`src/rtl/rxq_pkg.sv`:
```
package rxq_pkg;
  typedef enum logic [3:0] {
    ST_IDLE,
    ST_FETCH,
    ST_FWAIT,
    ST_FILL,
    ST_WDATA,
    ST_WSTAT1,
    ST_WSTAT0,
    ST_DROP,
    ST_HALT
  } rxq_state_e;

  localparam int unsigned OWN_BIT      = 0;
  localparam int unsigned WRAP_BIT     = 1;
  localparam int unsigned SOF_FLAG_BIT = 30;
  localparam int unsigned EOF_FLAG_BIT = 31;
  localparam int unsigned CNT_W        = 16;
  localparam int unsigned DESC_STRIDE  = 8;
  localparam int unsigned STAT_OFFSET  = 4;
endpackage

```
`src/rtl/rxq_ring_ptr.sv`:
```
module rxq_ring_ptr #(
  parameter int unsigned AW       = 32,
  parameter int unsigned RING_MAX = 1024,
  parameter int unsigned STRIDE   = 8
) (
  input  logic          clk,
  input  logic          rst_n,
  input  logic          load,
  input  logic [AW-1:0] load_base,
  input  logic          advance,
  input  logic          wrap_flag,
  output logic [AW-1:0] desc_addr
);
  localparam int unsigned IDX_W = (RING_MAX > 1) ? $clog2(RING_MAX) : 1;

  logic [AW-1:0]    ring_base;
  logic [AW-1:0]    cur_addr;
  logic [IDX_W-1:0] ring_idx;
  logic             at_last;

  assign at_last   = (ring_idx == IDX_W'(RING_MAX - 1));
  assign desc_addr = cur_addr;

  always_ff @(posedge clk or negedge rst_n) begin
    if (!rst_n) begin
      ring_base <= '0;
      cur_addr  <= '0;
      ring_idx  <= '0;
    end else if (load) begin
      ring_base <= load_base;
      cur_addr  <= load_base;
      ring_idx  <= '0;
    end else if (advance) begin
      if (wrap_flag || at_last) begin
        cur_addr <= ring_base;
        ring_idx <= '0;
      end else begin
        cur_addr <= cur_addr + AW'(STRIDE);
        ring_idx <= ring_idx + 1'b1;
      end
    end
  end
endmodule

```
`src/rtl/rxq_word_pack.sv`:
```
module rxq_word_pack #(
  parameter int unsigned DW        = 32,
  parameter int unsigned BUF_BYTES = 128
) (
  input  logic                  clk,
  input  logic                  rst_n,
  input  logic                  clr,
  input  logic                  push,
  input  logic [7:0]            byte_in,
  output logic [DW-1:0]         word,
  output logic [$clog2(BUF_BYTES)-3:0] word_idx,
  output logic                  last_in_word,
  output logic                  last_in_buf
);
  localparam int unsigned LANES  = DW / 8;
  localparam int unsigned LANE_W = $clog2(LANES);
  localparam int unsigned OFF_W  = $clog2(BUF_BYTES);

  logic [OFF_W-1:0]  off;
  logic [LANE_W-1:0] lane;
  logic [DW-1:0]     acc;

  assign lane         = off[LANE_W-1:0];
  assign last_in_word = (lane == LANE_W'(LANES - 1));
  assign last_in_buf  = (off == OFF_W'(BUF_BYTES - 1));
  assign word         = acc;

  always_ff @(posedge clk or negedge rst_n) begin
    if (!rst_n) begin
      off      <= '0;
      word_idx <= '0;
    end else if (clr) begin
      off      <= '0;
    end else if (push) begin
      off      <= off + 1'b1;
      word_idx <= off[OFF_W-1:LANE_W];
    end
  end

  for (genvar g = 0; g < LANES; g++) begin : g_lane
    always_ff @(posedge clk or negedge rst_n) begin
      if (!rst_n) begin
        acc[8*g +: 8] <= '0;
      end else if (push) begin
        if (lane == LANE_W'(g)) begin
          acc[8*g +: 8] <= byte_in;
        end else if (lane == '0) begin
          acc[8*g +: 8] <= '0;
        end
      end
    end
  end
endmodule

```
`src/rtl/rxq_rx_ctrl.sv`:
```
module rxq_rx_ctrl
  import rxq_pkg::*;
#(
  parameter int unsigned AW        = 32,
  parameter int unsigned DW        = 32,
  parameter int unsigned BUF_BYTES = 128
) (
  input  logic          clk,
  input  logic          rst_n,
  input  logic          rx_en,
  input  logic          in_valid,
  input  logic          in_sof,
  input  logic          in_eof,
  output logic          in_ready,
  output logic          mem_req,
  input  logic          mem_gnt,
  output logic          mem_we,
  output logic [AW-1:0] mem_addr,
  output logic [DW-1:0] mem_wdata,
  input  logic          mem_rvalid,
  input  logic [DW-1:0] mem_rdata,
  input  logic [AW-1:0] desc_addr,
  input  logic [DW-1:0] pack_word,
  input  logic [$clog2(BUF_BYTES)-3:0] pack_widx,
  input  logic          pack_last_word,
  input  logic          pack_last_buf,
  output logic          pack_push,
  output logic          pack_clr,
  output logic          ptr_advance,
  output logic          ptr_wrap,
  output logic          load_ok,
  output logic          bna
);
  localparam int unsigned WIDX_W = $clog2(BUF_BYTES) - 2;

  rxq_state_e       state;
  logic [DW-1:0]    w0;
  logic             first_buf;
  logic             eof_seen;
  logic             buf_full;
  logic [CNT_W-1:0] frame_cnt;
  logic             in_accept;
  logic [AW-1:0]    buf_base;
  logic [DW-1:0]    status_word;
  logic [AW-1:0]    data_addr;

  always_comb begin
    case (state)
      ST_IDLE:                    in_ready = !(rx_en && in_sof);
      ST_FILL, ST_DROP, ST_HALT:  in_ready = 1'b1;
      default:                    in_ready = 1'b0;
    endcase
  end

  assign in_accept = in_valid && in_ready;
  assign pack_push = (state == ST_FILL) && in_accept;
  assign buf_base  = {w0[AW-1:2], 2'b00};
  assign data_addr = buf_base + AW'({pack_widx, 2'b00});

  always_comb begin
    status_word               = '0;
    status_word[CNT_W-1:0]    = frame_cnt;
    status_word[SOF_FLAG_BIT] = first_buf;
    status_word[EOF_FLAG_BIT] = eof_seen;
  end

  always_comb begin
    mem_req   = 1'b0;
    mem_we    = 1'b0;
    mem_addr  = desc_addr;
    mem_wdata = '0;
    case (state)
      ST_FETCH: begin
        mem_req = 1'b1;
      end
      ST_WDATA: begin
        mem_req   = 1'b1;
        mem_we    = 1'b1;
        mem_addr  = data_addr;
        mem_wdata = pack_word;
      end
      ST_WSTAT1: begin
        mem_req   = 1'b1;
        mem_we    = 1'b1;
        mem_addr  = desc_addr + AW'(STAT_OFFSET);
        mem_wdata = status_word;
      end
      ST_WSTAT0: begin
        mem_req   = 1'b1;
        mem_we    = 1'b1;
        mem_wdata = w0 | DW'(1 << OWN_BIT);
      end
      default: ;
    endcase
  end

  assign pack_clr    = (state == ST_WSTAT0) && mem_gnt;
  assign ptr_advance = pack_clr;
  assign ptr_wrap    = w0[WRAP_BIT];
  assign load_ok     = (state == ST_IDLE) && !rx_en;

  always_ff @(posedge clk or negedge rst_n) begin
    if (!rst_n) begin
      state     <= ST_IDLE;
      w0        <= '0;
      first_buf <= 1'b0;
      eof_seen  <= 1'b0;
      buf_full  <= 1'b0;
      frame_cnt <= '0;
      bna       <= 1'b0;
    end else begin
      case (state)
        ST_IDLE: begin
          if (rx_en && in_valid && in_sof) begin
            first_buf <= 1'b1;
            eof_seen  <= 1'b0;
            buf_full  <= 1'b0;
            frame_cnt <= '0;
            state     <= ST_FETCH;
          end
        end
        ST_FETCH: begin
          if (mem_gnt) state <= ST_FWAIT;
        end
        ST_FWAIT: begin
          if (mem_rvalid) begin
            if (mem_rdata[OWN_BIT]) begin
              bna   <= 1'b1;
              state <= ST_DROP;
            end else begin
              w0    <= mem_rdata;
              state <= ST_FILL;
            end
          end
        end
        ST_FILL: begin
          if (in_accept) begin
            frame_cnt <= frame_cnt + 1'b1;
            if (pack_last_word || pack_last_buf || in_eof) begin
              eof_seen <= in_eof;
              buf_full <= pack_last_buf;
              state    <= ST_WDATA;
            end
          end
        end
        ST_WDATA: begin
          if (mem_gnt) begin
            state <= (eof_seen || buf_full) ? ST_WSTAT1 : ST_FILL;
          end
        end
        ST_WSTAT1: begin
          if (mem_gnt) state <= ST_WSTAT0;
        end
        ST_WSTAT0: begin
          if (mem_gnt) begin
            first_buf <= 1'b0;
            buf_full  <= 1'b0;
            state     <= eof_seen ? ST_IDLE : ST_FETCH;
          end
        end
        ST_DROP: begin
          if (in_accept && in_eof) state <= ST_HALT;
        end
        ST_HALT: begin
          if (!rx_en) begin
            bna   <= 1'b0;
            state <= ST_IDLE;
          end
        end
        default: state <= ST_IDLE;
      endcase
    end
  end

  logic unused_widx;
  assign unused_widx = ^{WIDX_W'(0)};
endmodule

```
`src/rtl/rxq_ring_dma.sv`:
```
module rxq_ring_dma #(
  parameter int unsigned AW        = 32,
  parameter int unsigned DW        = 32,
  parameter int unsigned BUF_BYTES = 128,
  parameter int unsigned RING_MAX  = 1024
) (
  input  logic          clk,
  input  logic          rst_n,
  input  logic          rx_en,
  input  logic          qptr_we,
  input  logic [AW-1:0] qptr_wdata,
  input  logic          in_valid,
  output logic          in_ready,
  input  logic [7:0]    in_data,
  input  logic          in_sof,
  input  logic          in_eof,
  output logic          mem_req,
  input  logic          mem_gnt,
  output logic          mem_we,
  output logic [AW-1:0] mem_addr,
  output logic [DW-1:0] mem_wdata,
  input  logic          mem_rvalid,
  input  logic [DW-1:0] mem_rdata,
  output logic          bna
);
  localparam int unsigned WIDX_W = $clog2(BUF_BYTES) - 2;

  logic [AW-1:0]     desc_addr;
  logic [DW-1:0]     pack_word;
  logic [WIDX_W-1:0] pack_widx;
  logic              pack_last_word;
  logic              pack_last_buf;
  logic              pack_push;
  logic              pack_clr;
  logic              ptr_advance;
  logic              ptr_wrap;
  logic              load_ok;

  rxq_ring_ptr #(
    .AW       (AW),
    .RING_MAX (RING_MAX),
    .STRIDE   (rxq_pkg::DESC_STRIDE)
  ) ptr_i (
    .clk       (clk),
    .rst_n     (rst_n),
    .load      (qptr_we && load_ok),
    .load_base (qptr_wdata),
    .advance   (ptr_advance),
    .wrap_flag (ptr_wrap),
    .desc_addr (desc_addr)
  );

  rxq_word_pack #(
    .DW        (DW),
    .BUF_BYTES (BUF_BYTES)
  ) pack_i (
    .clk          (clk),
    .rst_n        (rst_n),
    .clr          (pack_clr),
    .push         (pack_push),
    .byte_in      (in_data),
    .word         (pack_word),
    .word_idx     (pack_widx),
    .last_in_word (pack_last_word),
    .last_in_buf  (pack_last_buf)
  );

  rxq_rx_ctrl #(
    .AW        (AW),
    .DW        (DW),
    .BUF_BYTES (BUF_BYTES)
  ) ctrl_i (
    .clk            (clk),
    .rst_n          (rst_n),
    .rx_en          (rx_en),
    .in_valid       (in_valid),
    .in_sof         (in_sof),
    .in_eof         (in_eof),
    .in_ready       (in_ready),
    .mem_req        (mem_req),
    .mem_gnt        (mem_gnt),
    .mem_we         (mem_we),
    .mem_addr       (mem_addr),
    .mem_wdata      (mem_wdata),
    .mem_rvalid     (mem_rvalid),
    .mem_rdata      (mem_rdata),
    .desc_addr      (desc_addr),
    .pack_word      (pack_word),
    .pack_widx      (pack_widx),
    .pack_last_word (pack_last_word),
    .pack_last_buf  (pack_last_buf),
    .pack_push      (pack_push),
    .pack_clr       (pack_clr),
    .ptr_advance    (ptr_advance),
    .ptr_wrap       (ptr_wrap),
    .load_ok        (load_ok),
    .bna            (bna)
  );
endmodule

```
`config.mk`:
```
export PLATFORM = sky130hd
export DESIGN_NAME = rxq_ring_dma
export DESIGN_NICKNAME = d
export VERILOG_FILES = /design/src/rtl/rxq_pkg.sv /design/src/rtl/rxq_ring_ptr.sv /design/src/rtl/rxq_word_pack.sv /design/src/rtl/rxq_rx_ctrl.sv /design/src/rtl/rxq_ring_dma.sv
export SDC_FILE = /design/constraint.sdc
export NUM_CORES = 1
export LEC_CHECK = 0
export BUFFER_PORTS_ARGS = -buffer_cell sky130_fd_sc_hd__buf_2
export CAP_MARGIN = 25
export CORE_ASPECT_RATIO = 0.9
export CORE_UTILIZATION = 58
export CTS_CLUSTER_DIAMETER = 40
export DETAILED_ROUTE_END_ITERATION = 8
export PLACE_DENSITY_LB_ADDON = 0.12
export SKIP_CTS_REPAIR_TIMING = 1
export SLEW_MARGIN = 20
export SYNTH_ARGS = -nofsm -noshare
export SYNTH_HDL_FRONTEND = slang
export SYNTH_SLANG_ARGS = --single-unit
```
`constraint.sdc`:
```
create_clock -name clk -period 3.1 [get_ports clk]
set_input_delay 0.155 -clock clk [delete_from_list [all_inputs] [get_ports clk]]
set_output_delay 0.155 -clock clk [all_outputs]
set_load 0.1 [all_outputs]
```
; ---- Word level (Yosys, flattened, before mapping)
; Index checks and enable logic that the tools add are counted.
[op_classes]
multipliers = 0
shifts = 0
n_eq_ne = 24
order_cmp = 0
reduce_logical = 41
bitwise_logic = 2
mux = 48
add_sub_neg = 6
div_mod_pow = 0
[ops]
columns = cell, n
row1 = $mux 32, 3
row2 = $pmux 32 s3, 1
row3 = $pmux 32 s2, 1
row4 = $mux 4, 10
row5 = $pmux 4 s9, 1
row6 = $add 32x3->32 const B, 1
row7 = $add 32x4->32 const B, 1
row8 = $add 32x7->32, 1
row9 = $mux 16, 2
row10 = $mux 8, 4
row11 = $pmux 16 s2, 1
row12 = $mux 10, 3
row13 = $ne 2x2->1 const B, 9
row14 = $add 16x1->16 const B, 1
row15 = $eq 4x3->1 const B, 4
row16 = $reduce_bool 2->1, 8
row17 = $mux 7, 2
row18 = $mux 1, 13
row19 = $add 10x1->10 const B, 1
row20 = $eq 10x10->1 const B, 1
row21 = $reduce_and 10->1, 1
row22 = $reduce_and 2->1, 5
row23 = $logic_and 1x1->1, 9
row24 = $reduce_and 3->1, 3
row25 = 21 further kinds, 35
[totals]
ram_bits = 0
out_inout_bits = 68
inputBits = 81
latch_bits = 0
rom_bits = 0
mem_count = 0
elab_cells = 137
reg_bits = 173

; ---- Depth between registers and ports, before layout
; Gate-level depths: netlist (run 1).
[logic_depth]
word_depth = 7
mapped_depth = 9
depth_no_buf = 8

; ---- By module
; A second synthesis (run 1) with hierarchy kept.
[hier_totals]
cells_unflattened = 1136
area_unflattened_um2 = 10722.8
[modules_own_cells]
columns = module, seq_area_each_um2, cells_each, area_each_um2, instances
row1 = rxq_rx_ctrl, 1376.3, 585, 5032.3, 1
row2 = rxq_ring_ptr, 1851.8, 410, 3915.0, 1
row3 = rxq_word_pack, 1101.1, 140, 1769.2, 1
row4 = rxq_ring_dma, 0.0, 1, 6.3, 1

; ---- Worst setup path after synthesis (run 1)
; No wires, ideal clock.
[synth_timing]
kind = reg-to-output
startpoint = reg ctrl_i.state[1]
endpoint = out mem_addr[5]
path_stages_with_launch = 7
slack_ns = -0.829
t_arrival_ns = 3.774
required_ns = 2.945
path_buffers = 2
cell_sequence = dfrtp_1 > or3b_2 > clkbuf_1 > nor2_1 > clkbuf_1 > o21ai_0 > o21ai_0
[synth_between]
elab_chain_cells = 2
word_cells_on_any_way = 3
cone_classes = 2 x eq/ne / 1 x mux
[synth_lines]
columns = element, line_no
row1 = start: declaration, rxq_rx_ctrl.sv:36  ; rxq_state_e state;
row2 = start signal: assignment, rxq_rx_ctrl.sv:148  ; state <= (eof_seen || buf_full) ? ST_WSTAT1 : ST_FILL;
row3 = start signal: assignment, rxq_rx_ctrl.sv:158  ; state <= eof_seen ? ST_IDLE : ST_FETCH;
row4 = $eq 4x3->1, rxq_rx_ctrl.sv:72  ; case (state)
row5 = $pmux 32 s2 *, rxq_rx_ctrl.sv:72
row6 = end: declaration, rxq_ring_dma.sv:20  ; output logic [AW-1:0] mem_addr,
; Every way passes the cells marked *; elsewhere a longest branch is shown, timed or not.

; ---- Worst setup path in the final report (run 1)
[layout_timing]
startpoint = reg ctrl_i.w0[2]
endpoint = out mem_addr[26]
[layout_between]
elab_chain_cells = 2
[layout_lines]
columns = element, line_no
row1 = start: declaration, rxq_rx_ctrl.sv:37  ; logic [DW-1:0] w0;
row2 = start signal: assignment, rxq_rx_ctrl.sv:131  ; w0 <= mem_rdata;
row3 = $add 32x7->32, rxq_rx_ctrl.sv:58  ; assign data_addr = buf_base + AW'({pack_widx, 2'b00});
row4 = $pmux 32 s2, rxq_rx_ctrl.sv:72
; No other way between the ends.

==> metrics.csv, run 1 <==
metric;value;unit
dieArea;0.01878;sq mm
final_util;78.25;%
final_nets;1480;
r2r_start;ctrl_i.state[1];
synth_edf_count;0;
critPathLaunchType;flop;
post_dp_cell_area;0.01250;sq mm
setup_violations;1;
areaGrowthSynthToFinish;31.16;%
gp_congestion;0.9372;
num_antenna_cells;0;
fin_crit_sh;100.0;%
powerDensity;1090;mW/mm^2
finalPower;15.13;mW
layout_commonest_cell;nand2_1;
yosysSeqAreaShare;40.93;%
initial_utilization;59.66;%
viasPerCell;6.541;
drc;0;
wl_per_cell;20.86;um
cp_cell_sequence;ha_2 -> inv_1 -> fa_2 -> nor2b_4 -> o31ai_4 -> a2111oi_1 -> xnor2_1 -> mux2i_4 -> buf_12;
critPathRequiredTime;2.94;ns
synthCells;1204;
cpMaxStageDelayCell;a2111oi_1;
grt_overflow_total;0;
via_count;10710;
cp_max_fo;8;
worst_slew_pin_slew;0.9896;ns
min_path_type;input pin to flop;
crit_start;ctrl_i.w0[2];
status;finished with violations;
antenna_found_initial;0;
cts_buffers;17;
drt.antenna.violating_nets;0;
drive_gt1_share;22.48;%
clk_path_buf_depth;2;
grt_pass1_wl;51750;um
leakage;5.941;nW
dp_hpwl;23200;um
final_cell_mix;nand2_1, dfrtp_1, nor2_1;
path_clk_slew;0.07;ns
ir_drop;0.9536;mV
pre_cts_ws;0.2378;ns
cts_tree;built;
grt_max_degree;92;
fillers;1202;
die_w;144.3;um
drv_slew;0;
ctsRootBufferMaster;clkbuf_16;
yosysWarnings;0;
syn_nets;1299;
synth_flop_cell;dfrtp_1;
worst-setup-path-type;flop to primary output;
postLayoutCellArea;0.01387;sq mm
violations;negative setup slack;
slowest_delay;0.56;ns
row_count;46;
async_flop_share;100.0;%
cp_top_family;compound AO/OA/AOI/OAI gates;
cts_max_level;4;
ys_types;73;
insertion_delay;0.44;ns
ios;149;
syn_area;0.01058;sq mm
path_buf_inv;2;
min_from;mem_rdata[8];
hold_viol;0;
worstSetupEndpointType;primary output;
dr.first_iter.drc_count;1276;
core_region_area;0.01773;sq mm
multi_input_area;0.006070;sq mm
grt_pass1_vias;9558;
layout_setup_ws;-0.0004887;ns
max_freq;322.5;MHz
slew_headroom;33.96;%
rsz0062_at_grt;true;
die_h;130.1;um
portBuffers;148;
wirelength;34140;um
seqCellArea;0.004330;sq mm
maxCapViolCount;0;
grt_usage;36.21;%
clock-sinks;173;
cp.arrival;2.95;ns
dr.pass1.iters;6;
fin_crit;3.100;ns
synth-seq-cells;173;
skew;0.01110;ns
postSynthAreaPerCell;8.784;sq um
==> registers in the layout, indices dropped and copies added, names as in the netlist <==
register / flops
pack_i.word: 32
pack_i.word_idx: 5
ctrl_i.first_buf: 1
ptr_i.ring_idx: 10
ctrl_i.frame_cnt: 16
ptr_i.desc_addr: 32
ctrl_i.buf_full: 1
ctrl_i.state: 4
ptr_i.ring_base: 32
ctrl_i.w0: 31
pack_i.off: 7
ctrl_i.bna: 1
ctrl_i.eof_seen: 1
==> worst register-to-register path, stage by stage, from the launching register on <==
cell,delay [ns]
dfrtp_1,0.49
buf_4,0.38
and4bb_2,0.41
and2_1,0.57
o21ai_1,0.44
a32o_1,0.34
==> metrics by stage <==
stage / instances / setup TNS (ns) / hold WS, ns
2_1_floorplan: 1204 / -1.160 / -0.1406
3_3_place_gp: 1539 / 0 / 0.2252
3_5_place_dp: 1539 / 0 / 0.2218
4_1_cts: 1570 / -2.065 / -0.2489
5_1_grt: 1637 / -0.2702 / 0.0003856
6_report: 1637 / -0.0004887 / 0.003950
==> Yosys cell counts (4+ instances only) <==
cell | n | area share, %
a2111oi_0 | 5 | 0.41
a31oi_1 | 10 | 0.59
nand3_1 | 47 | 2.2
nand4_1 | 34 | 2.0
a22o_1 | 19 | 1.6
mux2i_1 | 38 | 3.6
nand2b_1 | 6 | 0.35
and2_1 | 9 | 0.53
o22ai_1 | 4 | 0.24
a21o_1 | 6 | 0.43
xor2_1 | 25 | 2.1
and4_1 | 14 | 1.2
buf_2 | 7 | 0.33
nor2_1 | 94 | 3.3
o41ai_1 | 5 | 0.41
buf_1 | 10 | 0.35
nor4_1 | 18 | 1.1
a22oi_1 | 8 | 0.57
o21ai_0 | 68 | 3.2
nand2_1 | 208 | 7.4
nor2b_1 | 4 | 0.24
mux2_2 | 42 | 4.5
nor3_1 | 18 | 0.85
clkbuf_1 | 74 | 2.6
o211ai_1 | 13 | 0.92
or3_1 | 8 | 0.47
o31ai_1 | 5 | 0.35
a211oi_1 | 7 | 0.50
a21oi_1 | 48 | 2.3
a32o_1 | 17 | 1.6
and3_1 | 20 | 1.2
o221ai_1 | 8 | 0.66
or4_1 | 8 | 0.57
o31a_1 | 4 | 0.33
dfrtp_1 | 173 | 41
xnor2_1 | 27 | 2.2
a221o_1 | 8 | 0.76
ha_1 | 13 | 1.5
inv_1 | 13 | 0.46
==> logic make-up (layout without fill, tap and decap cells) <==
kind of cell | after synthesis | count (layout) | synth area share, %
buffers and inverters | 105 | 298 | 3.880
adder cells (fa/ha/maj) | 14 | 14 | 1.727
multiplexers | 80 | 80 | 8.068
AND/OR/NAND/NOR | 511 | 511 | 23.41
flip-flops | 173 | 173 | 40.93
XOR/XNOR | 52 | 52 | 4.306
AO/OA/AOI/OAI | 269 | 269 | 17.67
==> routing by layer <==
layer	wire [um]	global-route usage, %
met1	13650	49.29
met2	16190	56.19
met3	2909	7.046
met4	1393	16.28
met5	0	0
==> path summary, 6_finish.rpt <==
path | end | slack, ns | depth (start not counted)
worst max-delay path | mem_addr[26] | -0.0005 | 9
worst min-delay path | ctrl_i.w0[8] | 0.004 | 2
worst max register to register | pack_i.word[21] | 0.36 | 5
worst min register to register | ptr_i.ring_base[24] | 0.48 | 2
max in group asynchronous | ctrl_i.w0[31] | 1.86 | 3
min in group asynchronous | ptr_i.ring_idx[9] | 0.31 | 2
==> where the power goes <==
group | switching (mW) | leakage, nW | internal [mW] | total [mW]
logic | 5.74 | 3.43 | 2.90 | 8.64
registers | 1.13 | 2.21 | 3.09 | 4.22
clock network | 0.979 | 0.302 | 1.28 | 2.26
total | 7.85 | 5.94 | 7.28 | 15.1
==> cell type report <==
type / instances / share of cell area (%)
Multi-Input combinational cell: 926 / 43.75
Sequential cell: 173 / 31.22
Timing Repair Buffer: 254 / 18.12
Clock buffer: 17 / 3.067
Tap cell: 240 / 2.165
Clock inverter: 14 / 1.326
Inverter: 13 / 0.3518
Power figures use the tool's default switching activity.
==> run 2, diff against run 1 <==
--- a/config.mk
+++ b/config.mk
@@ -8,6 +8,7 @@
 export BUFFER_PORTS_ARGS = -buffer_cell sky130_fd_sc_hd__buf_2
 export CAP_MARGIN = 25
 export CORE_ASPECT_RATIO = 0.9
+export CORE_MARGIN = 2
 export CORE_UTILIZATION = 58
 export CTS_CLUSTER_DIAMETER = 40
 export DETAILED_ROUTE_END_ITERATION = 8
==> run 2 against run 1 <==
- the flow finishes with violations (negative hold slack)
- via count is 1.6% lower
- critical path depth did not move
- clock skew is 0.0029 ns lower
- worst setup slack better by 0.059 ns
- first-iteration DRC count increased by 4.3%
- largest power group unchanged
- highest routed layer unchanged
==> metrics.csv, run 2 (same netlist as run 1, synthesis figures left out) <==
metric;value;unit
status;finished with violations;
violations;negative hold slack;
dp_hpwl;23350;um
cts_buffers;17;
via_count;10540;
grt_usage;34.31;%
fillers;1257;
wl_per_cell;20.95;um
cp_max_fo;8;
final_cell_mix;nand2_1, dfrtp_1, nor2_1;
ir_drop;0.9652;mV
portBuffers;148;
worstSetupEndpointType;primary output;
ctsRootBufferMaster;clkbuf_16;
min_path_type;input pin to flop;
fin_crit;3.041;ns
gp_congestion;0.9698;
fin_cells;1634;
fin_hold_ws;-0.04719;ns
viasPerCell;6.450;
seqCellArea;0.004330;sq mm
max_freq;328.8;MHz
dr.pass1.iters;9;
slew_headroom;39.86;%
pre_cts_ws;0.3245;ns
cpMaxStageDelayCell;a2111oi_2;
leakage;5.894;nW
multi_input_area;0.006042;sq mm
insertion_delay;0.43;ns
drive_gt1_share;22.53;%
final_nets;1477;
areaGrowthSynthToFinish;29.87;%
ios;149;
powerDensity;1084;mW/mm^2
worst-setup-path-type;flop to primary output;
cp_cell_sequence;ha_1 -> inv_1 -> fa_2 -> nor2b_4 -> o31ai_4 -> a2111oi_2 -> xnor2_1 -> mux2i_2 -> buf_12;
dieArea;0.01933;sq mm
num_antenna_cells;0;
initial_utilization;59.66;%
grt_pass1_wl;53160;um
fin_crit_sh;98.11;%
layout_setup_ws;0.05867;ns
cp.arrival;2.89;ns
grt_max_degree;96;
drv_slew;0;
critPathLaunchType;flop;
antenna_found_initial;0;
clock-sinks;173;
drc;0;
dr.first_iter.drc_count;1331;
grt_pass1_vias;9909;
grt_overflow_total;0;
layout_commonest_cell;nand2_1;
setup_violations;0;
slowest_delay;0.51;ns
core_region_area;0.01773;sq mm
die_h;132.1;um
row_count;46;
maxCapViolCount;0;
finalPower;14.89;mW
die_w;146.3;um
hold_viol;5;
drt.antenna.violating_nets;0;
rsz0062_at_grt;true;
clk_path_buf_depth;2;
cts_max_level;4;
wirelength;34230;um
critPathRequiredTime;2.94;ns
path_clk_slew;0.07;ns
skew;0.008158;ns
worst_slew_pin_slew;0.9022;ns
placed_cells;1547;
setup_tns;0;ns
cts_tree;built;
run 2: cell types whose count changed in the layout (fill, tap and decap cells not counted), sizes merged:
cell / delta
clkinvlp: +4
dlygate4sd3: -5
bufinv: -2
clkinv: -2
clkbuf: +1
buf: +1
run 2: area by class of cell:
class,instances,area share [%]
Multi-Input combinational cell,926,43.99
Timing Repair Buffer,251,17.85
Clock inverter,14,0.9929
Sequential cell,173,31.53
Clock buffer,17,3.097
Tap cell,240,2.186
Inverter,13,0.3553
run 2: worst paths after layout:
kind / startpoint / endpoint / slack (ns) / depth (start not counted)
worst min-delay path: qptr_wdata[10] / ptr_i.ring_base[10] / -0.05 / 3
worst min register to register: ptr_i.ring_base[27] / ptr_i.ring_base[27] / 0.48 / 2
worst max register to register: ctrl_i.state[1] / pack_i.word[29] / 0.51 / 7
max in group asynchronous: rst_n / pack_i.word[30] / 1.90 / 3
worst max-delay path: ctrl_i.w0[2] / mem_addr[28] / 0.06 / 9
min in group asynchronous: rst_n / ptr_i.ring_base[1] / 0.41 / 2
run 2: layer usage:
metal,wire length [um],share of wire (%),global-route usage (%)
met1,13630,40,46.72
met2,16450,48,55.74
met3,3127,9.1,6.367
met4,1018,3.0,11.49
met5,0,0,0
run 2: report_power, final:
part	total [mW]	switching [mW]	internal [mW]	leakage [nW]
clock	2.10	0.979	1.12	0.266
combinational	8.54	5.67	2.87	3.42
sequential	4.25	1.16	3.09	2.21
total	14.9	7.81	7.08	5.89
run 2: worst max-delay path: cells and delay by family (launching register included):
kind	cells	cell delay, ns
AND/OR/NAND/NOR	1	0.17
multiplexers	1	0.23
XOR/XNOR	1	0.16
adder cells (fa/ha/maj)	2	0.60
flip-flops	1	0.38
AO/OA/AOI/OAI	2	0.64
buffers and inverters	2	0.28
run 2: stage by stage:
step | utilization (%) | hold slack [ns] | area, sq um
3_5_place_dp | 70.73 | 0.3234 | 12540
6_report | 77.48 | -0.04719 | 13740
4_1_cts | 73.90 | -0.1359 | 13100
3_3_place_gp | 70.73 | 0.3267 | 12540
5_1_grt | 77.48 | -0.0001702 | 13740
2_1_floorplan | - | -0.1406 | 10720
==> run 3, diff against run 2 <==
--- a/config.mk
+++ b/config.mk
@@ -12,7 +12,7 @@
 export CORE_UTILIZATION = 58
 export CTS_CLUSTER_DIAMETER = 40
 export DETAILED_ROUTE_END_ITERATION = 8
-export PLACE_DENSITY_LB_ADDON = 0.12
+export PLACE_DENSITY_LB_ADDON = 0.25
 export SKIP_CTS_REPAIR_TIMING = 1
 export SLEW_MARGIN = 20
 export SYNTH_ARGS = -nofsm -noshare
==> run 3 against run 2 <==
- the flow still finishes with violations (negative hold slack)
- power fell by 0.44%
- wire length barely moved
- largest cell class unchanged
- combinational power fell by 0.5%
- clock power fell by 2%
- cell area fell by 0.22%
- final cell count rose by 0.12%
- via count rose by 1.0%
- core utilization fell by 0.17 points
- first-iteration DRC count fell by 3.7%
- register-to-register slack got worse by 0.11 ns
- largest power group unchanged
- sequential share of layout area rose by 0.069 points
==> metrics.csv, run 3 (same netlist as run 1, synthesis figures left out) <==
metric;value;unit
status;finished with violations;
violations;negative hold slack;
dieArea;0.01933;sq mm
maxCapViolCount;0;
setup_tns;0;ns
wl_per_cell;20.91;um
r2r_start;ctrl_i.state[2];
die_h;132.1;um
busiest_layer;met2;
use_met2;54.19;%
rsz0062_at_grt;true;
drc;0;
ios;149;
areaGrowthSynthToFinish;29.59;%
postLayoutCellArea;0.01371;sq mm
wirelength;34210;um
r2r_setup_slack;0.40;ns
fin_crit;3.070;ns
initial_utilization;59.66;%
grt_usage;34.11;%
final_nets;1478;
final_cell_mix;nand2_1, dfrtp_1, nor2_1;
ctsRootBufferMaster;clkbuf_16;
cts_max_level;4;
crit_start;ctrl_i.w0[2];
slew_headroom;40.36;%
row_count;46;
dr.pass1.iters;6;
placed_cells;1545;
core_region_area;0.01773;sq mm
num_antenna_cells;0;
drv_slew;0;
portBuffers;148;
ir_drop;0.9387;mV
layout_setup_ws;0.03036;ns
critPathLaunchType;flop;
powerDensity;1081;mW/mm^2
viasPerCell;6.509;
clk_path_buf_depth;2;
post_dp_cell_area;0.01251;sq mm
crit_end;mem_addr[22];
cp.arrival;2.91;ns
cts_buffers;17;
fin_hold_ws;-0.03546;ns
cts_tree;built;
min_path_type;input pin to flop;
worstSetupEndpointType;primary output;
dp_hpwl;23810;um
cp_max_fo;8;
worst-setup-path-type;flop to primary output;
drt.antenna.violating_nets;0;
die_w;146.3;um
pre_cts_ws;0.3274;ns
setup_violations;0;
grt_max_degree;91;
insertion_delay;0.44;ns
skew;0.008744;ns
grt_overflow_total;0;
via_count;10650;
path_clk_slew;0.07;ns
timing.rr.end;ptr_i.ring_idx[9];
use_met1;45.43;%
critPathRequiredTime;2.94;ns
fin_crit_sh;99.02;%
drive_gt1_share;22.49;%
hold_viol;7;
worst_slew_pin_slew;0.8946;ns
grt_util_met3;7.266;%
gp_congestion;0.9654;
dr.first_iter.drc_count;1282;
grt_pass1_wl;52480;um
grt_pass1_vias;9930;
antenna_found_initial;0;
worst-r2r-cell-count;9;
fillers;1196;
fin_cells;1636;
leakage;5.894;nW
layout_commonest_cell;nand2_1;
max_freq;325.8;MHz
clock-sinks;173;
[run 3: cell types whose count changed in the layout (fill, tap and decap cells not counted), sizes merged]
cell	previous run	this run
clkbuf	20	25
clkinvlp	4	2
inv	18	20
bufinv	1	0
clkinv	4	3
dlygate4sd3	56	55
[run 3: how the worst min path moves through the flow]
stage,depth (start not counted),slack (ns),from,endpoint
2_1_floorplan,0,-0.14,rst_n,ctrl_i.bna
3_3_place_gp,1,0.27,rst_n,ptr_i.ring_idx[3]
3_5_place_dp,1,0.27,rst_n,ptr_i.ring_idx[3]
4_1_cts,1,-0.18,rst_n,ptr_i.ring_base[12]
5_1_grt,2,-0.03,mem_rdata[5],ctrl_i.w0[5]
6_report,3,-0.04,qptr_wdata[3],ptr_i.ring_base[3]
[run 3: worst max-delay path: stages, from the launching register on]
cell       delay (ns)
dfrtp_1          0.39
ha_1             0.22
inv_1            0.07
fa_2             0.37
nor2b_4          0.18
o31ai_4          0.12
a2111oi_0        0.51
xnor2_1          0.14
mux2i_2          0.25
buf_12           0.21
[run 3: stage by stage]
stage / power [mW] / util [%]
2_1_floorplan: 9.884 / -
3_3_place_gp: 12.33 / 70.57
3_5_place_dp: 12.51 / 70.57
4_1_cts: 14.58 / 73.71
5_1_grt: 15.43 / 77.32
6_report: 14.82 / 77.32
[run 3: final cells by class]
| cell class | count | area (sq um) | area share (%) |
|---|---|---|---|
| clock buffer | 20 | 456.7 | 3.332 |
| clock inverter | 12 | 98.84 | 0.7212 |
| inverter | 13 | 48.80 | 0.3560 |
| multi-input combinational | 926 | 6023 | 43.95 |
| sequential | 173 | 4330 | 31.60 |
| tap | 240 | 300.3 | 2.191 |
| timing repair buffer | 252 | 2447 | 17.86 |
[run 3: power breakdown]
part	internal (mW)	switching (mW)
clock network	1.09	0.964
registers	3.09	1.18
logic	2.86	5.64
[run 3: metal layers]
metal | up-vias | wire (um)
met5 | - | 0
met3 | 109 | 3124
met2 | 616 | 16190
met4 | 0 | 1459
li1 | 4785 | -
met1 | 5139 | 13440
